File: src/rtl/wrst_pkg.sv
`timescale 1ns/1ps
package wrst_pkg;

    typedef enum logic [2:0] {
        ST_FULL   = 3'd0,
        ST_MODREL = 3'd1,
        ST_SYSREL = 3'd2,
        ST_RUN    = 3'd3,
        ST_GATE   = 3'd4,
        ST_HOLD   = 3'd5
    } seq_state_e;

    typedef struct packed {
        logic main_hold_n;
        logic mod_n;
        logic sys_n;
        logic stat_n;
        logic core_n;
        logic clk_en;
    } rst_out_t;

    // Bit order of the synchronized status bus
    localparam int unsigned SI_PIN  = 0;
    localparam int unsigned SI_SUP  = 1;
    localparam int unsigned SI_OSC  = 2;
    localparam int unsigned SI_DONE = 3;
    localparam int unsigned SI_AUTH = 4;
    localparam int unsigned SI_NUM  = 5;

    // Round a time in ns up to whole reference-clock cycles
    function automatic int unsigned ns_to_cycles(input int unsigned ns, input int unsigned ref_khz);
        return (ns * ref_khz + 999999) / 1000000;
    endfunction

    function automatic rst_out_t decode_outputs(input seq_state_e st, input logic hold_last);
        rst_out_t o;
        o = '0;
        case (st)
            ST_FULL:   o = '0;
            ST_MODREL: begin o.main_hold_n = 1'b1; o.mod_n = 1'b1; end
            ST_SYSREL: begin o.main_hold_n = 1'b1; o.mod_n = 1'b1; o.sys_n = 1'b1; o.stat_n = 1'b1; end
            ST_RUN:    o = '1;
            ST_GATE:   begin o = '1; o.clk_en = 1'b0; end
            ST_HOLD:   begin o = '1; o.core_n = 1'b0; o.clk_en = hold_last; end
            default:   o = '0;
        endcase
        return o;
    endfunction

endpackage

File: src/rtl/wrst_sync.sv
`timescale 1ns/1ps
module wrst_sync #(
    parameter int unsigned WIDTH  = 5,
    parameter int unsigned STAGES = 2
) (
    input  logic             clk,
    input  logic             rst,
    input  logic [WIDTH-1:0] d,
    output logic [WIDTH-1:0] q
);
    logic [STAGES-1:0][WIDTH-1:0] chain;

    always_ff @(posedge clk) begin
        if (rst) chain[0] <= '0;
        else     chain[0] <= d;
    end

    generate
        for (genvar s = 1; s < STAGES; s++) begin : g_stage
            always_ff @(posedge clk) begin
                if (rst) chain[s] <= '0;
                else     chain[s] <= chain[s-1];
            end
        end
    endgenerate

    assign q = chain[STAGES-1];
endmodule

File: src/rtl/wrst_width_filter.sv
`timescale 1ns/1ps
module wrst_width_filter #(
    parameter int unsigned MIN_CYC = 15
) (
    input  logic clk,
    input  logic rst,
    input  logic pin_s,
    output logic qual
);
    localparam int unsigned LOW_W = (MIN_CYC > 1) ? $clog2(MIN_CYC) : 1;
    localparam logic [LOW_W-1:0] SAT = LOW_W'(MIN_CYC - 1);

    // Number of earlier consecutive low cycles, saturating at MIN_CYC-1
    logic [LOW_W-1:0] low_cnt;

    always_ff @(posedge clk) begin
        if (rst || pin_s)        low_cnt <= '0;
        else if (low_cnt != SAT) low_cnt <= low_cnt + 1'b1;
    end

    assign qual = !pin_s && (low_cnt == SAT);

    AST_QUAL_NEEDS_LOW_RUN: assert property (@(posedge clk) disable iff (rst)
        $rose(qual) && (MIN_CYC > 1) |-> !$past(pin_s)) else $error("qual without low run");
endmodule

File: src/rtl/wrst_fsm.sv
`timescale 1ns/1ps
module wrst_fsm
    import wrst_pkg::*;
#(
    parameter int unsigned GATE_CYC = 8,
    parameter int unsigned HOLD_CYC = 16
) (
    input  logic     clk,
    input  logic     rst,
    input  logic     qual,
    input  logic     pin_s,
    input  logic     sup_s,
    input  logic     osc_s,
    input  logic     done_s,
    input  logic     auth_s,
    output rst_out_t outs
);
    localparam int unsigned MAXC  = (GATE_CYC > HOLD_CYC) ? GATE_CYC : HOLD_CYC;
    localparam int unsigned CNT_W = $clog2(MAXC + 1);
    localparam logic [CNT_W-1:0] GATE_LAST = CNT_W'(GATE_CYC - 1);
    localparam logic [CNT_W-1:0] HOLD_LAST = CNT_W'(HOLD_CYC - 1);

    seq_state_e       state;
    logic [CNT_W-1:0] cnt;

    always_ff @(posedge clk) begin
        if (rst || !sup_s || qual) begin
            state <= ST_FULL;
            cnt   <= '0;
        end else begin
            case (state)
                ST_FULL:   if (pin_s && osc_s) state <= ST_MODREL;
                ST_MODREL: state <= ST_SYSREL;
                ST_SYSREL: if (done_s) state <= ST_RUN;
                ST_RUN:    if (auth_s) begin state <= ST_GATE; cnt <= '0; end
                ST_GATE:   if (cnt == GATE_LAST) begin state <= ST_HOLD; cnt <= '0; end
                           else cnt <= cnt + 1'b1;
                ST_HOLD:   if (cnt == HOLD_LAST) begin state <= ST_RUN; cnt <= '0; end
                           else cnt <= cnt + 1'b1;
                default:   state <= ST_FULL;
            endcase
        end
    end

    assign outs = decode_outputs(state, (state == ST_HOLD) && (cnt == HOLD_LAST));

    AST_MOD_LEADS_SYS: assert property (@(posedge clk) disable iff (rst)
        $rose(outs.sys_n) |-> $past(outs.mod_n)) else $error("order");
    AST_STAT_WITH_SYS: assert property (@(posedge clk) disable iff (rst)
        $rose(outs.sys_n) |-> $rose(outs.stat_n)) else $error("status");
    AST_CORE_AFTER_SYS: assert property (@(posedge clk) disable iff (rst)
        outs.core_n |-> outs.sys_n && outs.mod_n) else $error("core early");
    AST_GATE_BEFORE_RST: assert property (@(posedge clk) disable iff (rst)
        $fell(outs.core_n) && outs.sys_n |-> !$past(outs.clk_en)) else $error("gate");
    AST_CLK_BEFORE_REL: assert property (@(posedge clk) disable iff (rst)
        $rose(outs.core_n) && $past(state == ST_HOLD) |-> $past(outs.clk_en)) else $error("clk");
    AST_SUPPLY_LOSS: assert property (@(posedge clk) disable iff (rst)
        !sup_s |=> state == ST_FULL) else $error("supply");
    AST_QUAL_FULL: assert property (@(posedge clk) disable iff (rst)
        qual |=> state == ST_FULL) else $error("qual");
endmodule

File: src/rtl/warm_reset_seq.sv
`timescale 1ns/1ps
module warm_reset_seq
    import wrst_pkg::*;
#(
    parameter int unsigned REF_KHZ     = 12500,
    parameter int unsigned MIN_LOW_NS  = 1200,
    parameter int unsigned GATE_CYC    = 8,
    parameter int unsigned HOLD_CYC    = 16,
    parameter int unsigned SYNC_STAGES = 2
) (
    input  logic clk,
    input  logic rst,
    input  logic rst_pin_n,
    input  logic supplies_ok,
    input  logic osc_stable,
    input  logic sysctl_done,
    input  logic auth_req,
    output logic main_rst_n,
    output logic mod_grst_n,
    output logic sysctl_rst_n,
    output logic rst_stat_n,
    output logic core_rst_n,
    output logic core_clk_en
);
    localparam int unsigned MIN_LOW_CYC = ns_to_cycles(MIN_LOW_NS, REF_KHZ);

    logic [SI_NUM-1:0] raw, syn;
    logic              qual;
    rst_out_t          outs;

    always_comb begin
        raw          = '0;
        raw[SI_PIN]  = rst_pin_n;
        raw[SI_SUP]  = supplies_ok;
        raw[SI_OSC]  = osc_stable;
        raw[SI_DONE] = sysctl_done;
        raw[SI_AUTH] = auth_req;
    end

    wrst_sync #(.WIDTH(SI_NUM), .STAGES(SYNC_STAGES)) u_sync (
        .clk(clk), .rst(rst), .d(raw), .q(syn)
    );

    wrst_width_filter #(.MIN_CYC(MIN_LOW_CYC)) u_filt (
        .clk(clk), .rst(rst), .pin_s(syn[SI_PIN]), .qual(qual)
    );

    wrst_fsm #(.GATE_CYC(GATE_CYC), .HOLD_CYC(HOLD_CYC)) u_fsm (
        .clk(clk), .rst(rst), .qual(qual), .pin_s(syn[SI_PIN]),
        .sup_s(syn[SI_SUP]), .osc_s(syn[SI_OSC]), .done_s(syn[SI_DONE]),
        .auth_s(syn[SI_AUTH]), .outs(outs)
    );

    // Pin reaches the MAIN domain through gates only
    assign main_rst_n   = rst_pin_n & outs.main_hold_n;
    assign mod_grst_n   = outs.mod_n;
    assign sysctl_rst_n = outs.sys_n;
    assign rst_stat_n   = outs.stat_n;
    assign core_rst_n   = outs.core_n;
    assign core_clk_en  = outs.clk_en;

    always_comb begin
        AST_MAIN_FOLLOWS_PIN: assert (rst_pin_n || !main_rst_n) else $error("main");
    end
endmodule

File: config.mk
export PLATFORM = sky130hd
export DESIGN_NAME = warm_reset_seq
export DESIGN_NICKNAME = d
export VERILOG_FILES = /design/src/rtl/wrst_pkg.sv /design/src/rtl/wrst_sync.sv /design/src/rtl/wrst_width_filter.sv /design/src/rtl/wrst_fsm.sv /design/src/rtl/warm_reset_seq.sv
export SDC_FILE = /design/constraint.sdc
export NUM_CORES = 1
export LEC_CHECK = 0
export BUFFER_PORTS_ARGS = -buffer_cell sky130_fd_sc_hd__buf_2
export CORE_MARGIN = 4
export CORE_UTILIZATION = 50
export DETAILED_ROUTE_END_ITERATION = 8
export GPL_TIMING_DRIVEN = 0
export PLACE_DENSITY = 0.78
export SYNTH_ARGS = -nofsm -noshare
export SYNTH_HDL_FRONTEND = slang
export SYNTH_SLANG_ARGS = --single-unit
File: constraint.sdc
create_clock -name clk -period 2.92 [get_ports clk]
set_input_delay 0.146 -clock clk [delete_from_list [all_inputs] [get_ports clk]]
set_output_delay 0.146 -clock clk [all_outputs]
set_load 0.01 [all_outputs]
==> metrics.txt, run 1 <==
I/O Buffers=12; commonest non-fill, non-tap cell in the layout=dfxtp_1; Area Overhead vs Synth=12.7%; Hold-fix buffers, CTS=0; unique cell type count in the Yosys netlist=32; Hold Fails Final Rpt=0; GRT Residual Overflow=0; top cells by area, synth=dfxtp_1 44%, nor2b_1 6.8%, ha_1 6.2%, nor2_1 3.3%, nand2_1 3.0%; first-pass GRT wire length=3.05 mm; Avg Cell Area, Syn=~9.3 µm²; EDFF count, synth=0; Final min period=1.78 ns; Post-Syn Nets=120; Synth top area share=43.7%; Slew @ Worst Pin=0.375 ns; initial antenna violation count=0; Vias=773; TritonCTS clock tree=yes; Cell Area, Synth=1010 µm²; Hold Crit Endpoint=u_sync.chain[0]$_SDFF_PP0_; RSZ-0062 raised after global routing=no; final setup vio count=0; fraction of registers with async set/reset=0%; largest family of logic cells by synthesized area=simple AND/OR/NAND/NOR gates; layout cell share with drive strength beyond 1=21.0%; post-synthesis mux area share=less than 1%; Worst-path clk slew=0.12 ns; Final ANT Viol Nets=0; cell taking the most area after synthesis=dfxtp_1; HPWL after DPL=1.34 mm; worst relative slew slack=around 74%; cells along the critical path=ha_1 > nand3_1 > inv_1 > ha_1 > nand2_1 > a21oi_1 > buf_2; Final Cycle Share=61.0%; main flop type after synthesis=dfxtp_1; required time of the critical path=about 2.8 ns; worst r2r dst=u_fsm.state[1]$_SDFFE_PP0P_; Syn Inst Count=around 110; critical path fanouts, max=4; clk root buf=clkbuf_4; diode count=0; per-cell routed wire length=11.6 µm; DRC viols=0; Startpoint Class=flop; Worst path top cell family by delay=adder cells; core footprint=~1800 µm²; postcts setup bufs=0; Die Footprint=2800 µm²; worst reg-to-reg setup slack=1.24 ns; clock buffer depth=2; post-synthesis compound-gate area fraction=15.4%; Yosys warning count=0; Worst Reg2Reg Path Length in Cells=8; initial cell density of the core=55.4%; Num CTS Buffers=3; Post-Synth Simple-Gate Area=25.2%; all-layer global routing usage=15.1%; Max Cap Viol=0; largest net degree at the start of global routing=13; post-synthesis sequential area ratio=between 40% and 50%; Slew Limit Fails=0; Worst setup EP type=output pin; Worst-Skew Late Latency=0.31 ns; # fillers=166; commonest cells after routing, fill and taps aside=22 x dfxtp_1, 12 x buf_2, 11 x nor2b_1; Worst Path Buf+Inv=2; Die Wd=52.9 µm; power density cells=around 440 nW/µm²; CTS H-tree lvls=1; IO Pins=13; kind of critical path=flop to output pin; outcome=finished, final reports clean; clk sink count=22; Post-Synth XOR/XNOR Area=2.61%; CP Data Arrival Time=1.64 ns; Starting DRT DRC Count=6; Hold Crit Start=rst_pin_n; worst hold path type=primary input to flop; Hold Crit Depth=2; P_leak=0.000445 µW; vias in the first global route=761; Adder-Cell Fraction of Synth Area=between 6 and 7%; final wirelength=between 1.5 and 2 mm; slowest cell on the critical path=dfxtp_1; fmax=0.561 GHz; RePlAce Congestion=0.848; Max VDD drop=0.370 mV; Vias per Instance=5.19; slowest stage delay, CP=0.38 ns; # nets final=137; clk_skew=0.00401 ns; CTS resizes=0; Detailed Routing Iterations Pass 1=4; fin worst setup slack=1.14 ns; pre-CTS setup slack=1.26 ns; standard-cell rows=15; total negative slack=0 ns; r2r startpoint=u_fsm.cnt[0]$_SDFFE_PP0P_; CP dominant cell by count=ha_1; register bit total from synthesis=22; Die Span Y=52.9 µm
routing by layer:
layer | up-vias | wire (µm) | part of all wire (%) | track usage, %
li1 | 402 | - | - | -
met1 | 351 | 750 | 43 | 15.5
met2 | 15 | 877 | 51 | 27.5
met3 | 5 | 64 | 3.7 | 3.38
met4 | 0 | 41 | 2.4 | 8.94
met5 | - | 0 | 0 | 0
metrics by stage:
step | cell area (µm²) | hold slack (ns) | cells | utilization [%] | total power [µW]
3_5_place_dp | 1100 | 0.372 | 145 | 60.4 | 344
5_1_grt | 1140 | 0.0420 | 149 | 62.4 | 528
6_report | 1140 | 0.0398 | 149 | 62.4 | 504
4_1_cts | 1140 | 0.0375 | 149 | 62.4 | 509
3_3_place_gp | 1100 | 0.355 | 145 | 60.4 | 342
2_1_floorplan | 1010 | 0.218 | 108 | - | 335
cells by family after synthesis:
group | Yosys count
and+or+nand+nor | 45
AOI/OAI and AO/OA | 22
DFF | 22
buffers and inverters | 10
adders and majority gates | 5
xor gates and xnor gates | 3
muxes | 1
final cells by class:
class	count	area (µm²)	share of cell area, %
multi-input combinational	76	508	44.7
sequential	22	440	38.8
tap	25	31.3	2.75
inverter	5	18.8	1.65
timing repair buffer	12	60.1	5.29
buffer	5	41.3	3.63
clock buffer	4	36.3	3.19
state kept, by name, indices dropped and copies added, names as in the netlist:
register,flops
u_sync.chain,5
u_sync.q,5
u_fsm.cnt,5
u_filt.low_cnt,4
u_fsm.state,3
worst max path at each step:
stage                                    startpoint                     endpoint  slack (ns)  cells after the start
final                     u_fsm.cnt[0]$_SDFFE_PP0P_                  core_clk_en        1.14                      7
after global routing      u_fsm.cnt[0]$_SDFFE_PP0P_                  core_clk_en        0.96                      7
after CTS                 u_fsm.cnt[0]$_SDFFE_PP0P_                  core_clk_en        1.12                      7
after detailed placement  u_fsm.cnt[0]$_SDFFE_PP0P_  u_fsm.state[1]$_SDFFE_PP0P_        1.26                      8
after global placement    u_fsm.cnt[0]$_SDFFE_PP0P_    u_fsm.cnt[3]$_SDFFE_PP0P_        1.30                      8
after floorplan           u_fsm.cnt[0]$_SDFFE_PP0P_    u_fsm.cnt[3]$_SDFFE_PP0P_        1.41                      8
cells in the mapped netlist (3+ instances only):
library cell	count
a211oi_1	3
a21oi_1	4
a22oi_1	3
dfxtp_1	22
ha_1	5
inv_1	5
nand2_1	8
nand3_1	4
nor2_1	9
nor2b_1	11
nor3_1	4
xnor2_1	3
power by group:
part           internal, µW  switching, µW  total (µW)  leakage (µW)
Combinational          11.3           9.52        20.8      0.000244
Clock                  76.3           91.1         167     0.0000210
Sequential              310           5.84         316      0.000180
Total                   397            106         504      0.000445
Power figures use the tool's default switching activity.
==> inputs of run 2 (changes only) <==
==> constraint.sdc (replaced) <==
create_clock -name clk -period 1.8 [get_ports clk]
set_input_delay 0.09 -clock clk [delete_from_list [all_inputs] [get_ports clk]]
set_output_delay 0.09 -clock clk [all_outputs]
set_load 0.01 [all_outputs]
==> run 2 against run 1 <==
Clock power grew 63%. Sequential power rose by 62%. Flip-flop and latch count stayed put. Routed wire length is 4.9% higher. Utilization increased by 4.3 points. Worst hold slack gained 0.41 ns. Cell area grew 6.8%. Combinational power up 110%.
==> metrics.txt, run 2 (same netlist as run 1, synthesis figures left out) <==
sequential power share=61.7% (-0.9 points); Final Cycle Share=91.0%; vias in the first global route=790 (+3.8%); Num CTS Buffers=3 (unchanged); Max VDD drop=0.607 mV (+64%); clk_skew=0.00407 ns (+0.0000567 ns); IO Pins=13 (unchanged); CP Data Arrival Time=1.55 ns (-0.09 ns); core footprint=1820 µm² (unchanged); outcome=finished, final reports clean; Reg area=443 µm² (+0.57%); Worst-Skew Late Latency=0.31 ns (about the same); kind of critical path=flop to output pin; fmax=0.610 GHz; Startpoint Class=flop; Hold Worst Slack=0.449 ns (+0.409 ns); commonest cells after routing, fill and taps aside=20 x dfxtp_1, 12 x buf_2, 11 x nor2b_1; Area Overhead vs Synth=20.3%; # nets final=143 (+4.4%); diode count=0 (unchanged); Die Footprint=2800 µm² (unchanged); standard-cell rows=15 (unchanged); P_leak=0.000467 µW (+4.9%); # fillers=153 (-7.8%); Hold Fails Final Rpt=0 (unchanged); first-pass GRT wire length=3.22 mm (+5.7%); Slew Limit Fails=0 (unchanged); Die Span Y=52.9 µm (unchanged); Vias=795 (+2.8%); worst reg-to-reg setup slack=0.20 ns (-1.04 ns); Internal Power=653 µW (+64%); Worst-path clk slew=0.12 ns (about the same); worst hold path type=flop to flop; Worst setup EP type=output pin; sw frac=21.2% (+0.095 points); Final min period=1.64 ns; clk root buf=clkbuf_4; TritonCTS clock tree=yes; Vias per Instance=5.13 (-1.1%); Core Util, Final=66.7% (+4.3 points); Starting DRT DRC Count=8 (+2); worst relative slew slack=74.8% (+0.48 points); final setup vio count=0 (unchanged); RSZ-0062 raised after global routing=no; critical path fanouts, max=4 (unchanged); commonest non-fill, non-tap cell in the layout=dfxtp_1; layout cell share with drive strength beyond 1=23.1% (+2.1 points); clock buffer depth=2 (unchanged); Multi-input gate area=523 µm² (+3.0%); power density cells=683 nW/µm² (+54%); all-layer global routing usage=15.9% (+0.83 points); per-cell routed wire length=11.7 µm (+0.84%); final wirelength=1.82 mm (+4.9%); total negative slack=0 ns (unchanged); Max Cap Viol=0 (unchanged); HPWL after DPL=1.34 mm (unchanged); Die Wd=52.9 µm (unchanged); Slew @ Worst Pin=0.368 ns (-0.00698 ns); DRC viols=0 (unchanged); Net Switching=176 µW (+65%); initial antenna violation count=0 (unchanged); RePlAce Congestion=0.848 (unchanged); largest net degree at the start of global routing=13 (unchanged); combinational share of power=5.3% (+1.2 points); Clk network pwr share=32.9% (-0.3 points); CTS H-tree lvls=1 (unchanged); placed insts=145 (unchanged); required time of the critical path=1.71 ns (-1.06 ns); Final ANT Viol Nets=0 (unchanged); clk sink count=22 (unchanged); Detailed Routing Iterations Pass 1=4 (unchanged); I/O Buffers=12 (unchanged); GRT Residual Overflow=0 (unchanged); Cell Count, Final, Fillers Out=155 (+4.0%); initial cell density of the core=55.4% (unchanged)
==> run 2: changes by cell type in the layout (fill, tap and decap cells not counted) <==
| cell | previous run | this run |
|---|---|---|
| dlygate4sd3_1 | 0 | 6 |
| dfxtp_2 | 0 | 2 |
| ha_2 | 0 | 1 |
| dfxtp_1 | 22 | 20 |
| ha_1 | 5 | 3 |
| ha_4 | 0 | 1 |
==> run 2: repair_timing <==
item,4_1_cts,5_1_grt
resized for setup,0,5
setup buffers,0,0
hold buffers,6,0
endpoints found under the hold margin,7,0
setup endpoints to repair,0,3
==> run 2: final timing paths <==
check	startpoint	end	depth (start not counted)
setup / recovery	u_fsm.cnt[0]$_SDFFE_PP0P_	core_clk_en	7
hold / removal	u_sync.chain[0]$_SDFF_PP0_	u_sync.q[0]$_SDFF_PP0_	1
setup reg to reg	u_fsm.cnt[0]$_SDFFE_PP0P_	u_fsm.state[1]$_SDFFE_PP0P_	8
hold reg to reg	u_sync.chain[0]$_SDFF_PP0_	u_sync.q[0]$_SDFF_PP0_	1
==> run 2: power by group through the flow <==
stage	Sequential, µW	Clock (µW)	Combinational (µW)
final	512	273	44.1
after global routing	514	300	51.4
after CTS	512	279	44.5
after detailed placement	523	0	34.7
after global placement	522	0	32.5
after floorplan	521	0	22.6
==> run 2: metal layers <==
| metal | up-vias | GRT usage [%] | routed length [µm] |
|---|---|---|---|
| met1 | 360 | 16.3 | 805 |
| met2 | 13 | 29.1 | 915 |
| met4 | 0 | 8.94 | 41 |
| met5 | - | 0 | 0 |
| met3 | 5 | 3.66 | 55 |
| li1 | 417 | - | - |
==> run 2: cell type report <==
class,instances,area share [%]
Sequential cell,22,36.5
Clock buffer,4,2.99
Multi-Input combinational cell,76,43.1
Inverter,5,1.55
Tap cell,25,2.58
Timing Repair Buffer,18,9.90
Buffer,5,3.40
==> run 2: metrics by stage <==
step / total power [µW] / area, µm² / worst slack, ns
2_1_floorplan: 544 / 1010 / 0.290
3_3_place_gp: 555 / 1100 / 0.176
3_5_place_dp: 558 / 1100 / 0.138
4_1_cts: 835 / 1200 / 0.0538
5_1_grt: 866 / 1210 / 0.0300
6_report: 829 / 1210 / 0.161
==> run 2: critical path, cell delays in order, from the launching register on <==
cell and delay [ns]:
dfxtp_2 0.39, ha_4 0.16, nand3_1 0.10, inv_1 0.08
ha_2 0.18, nand2_1 0.05, a21oi_1 0.14, buf_2 0.14
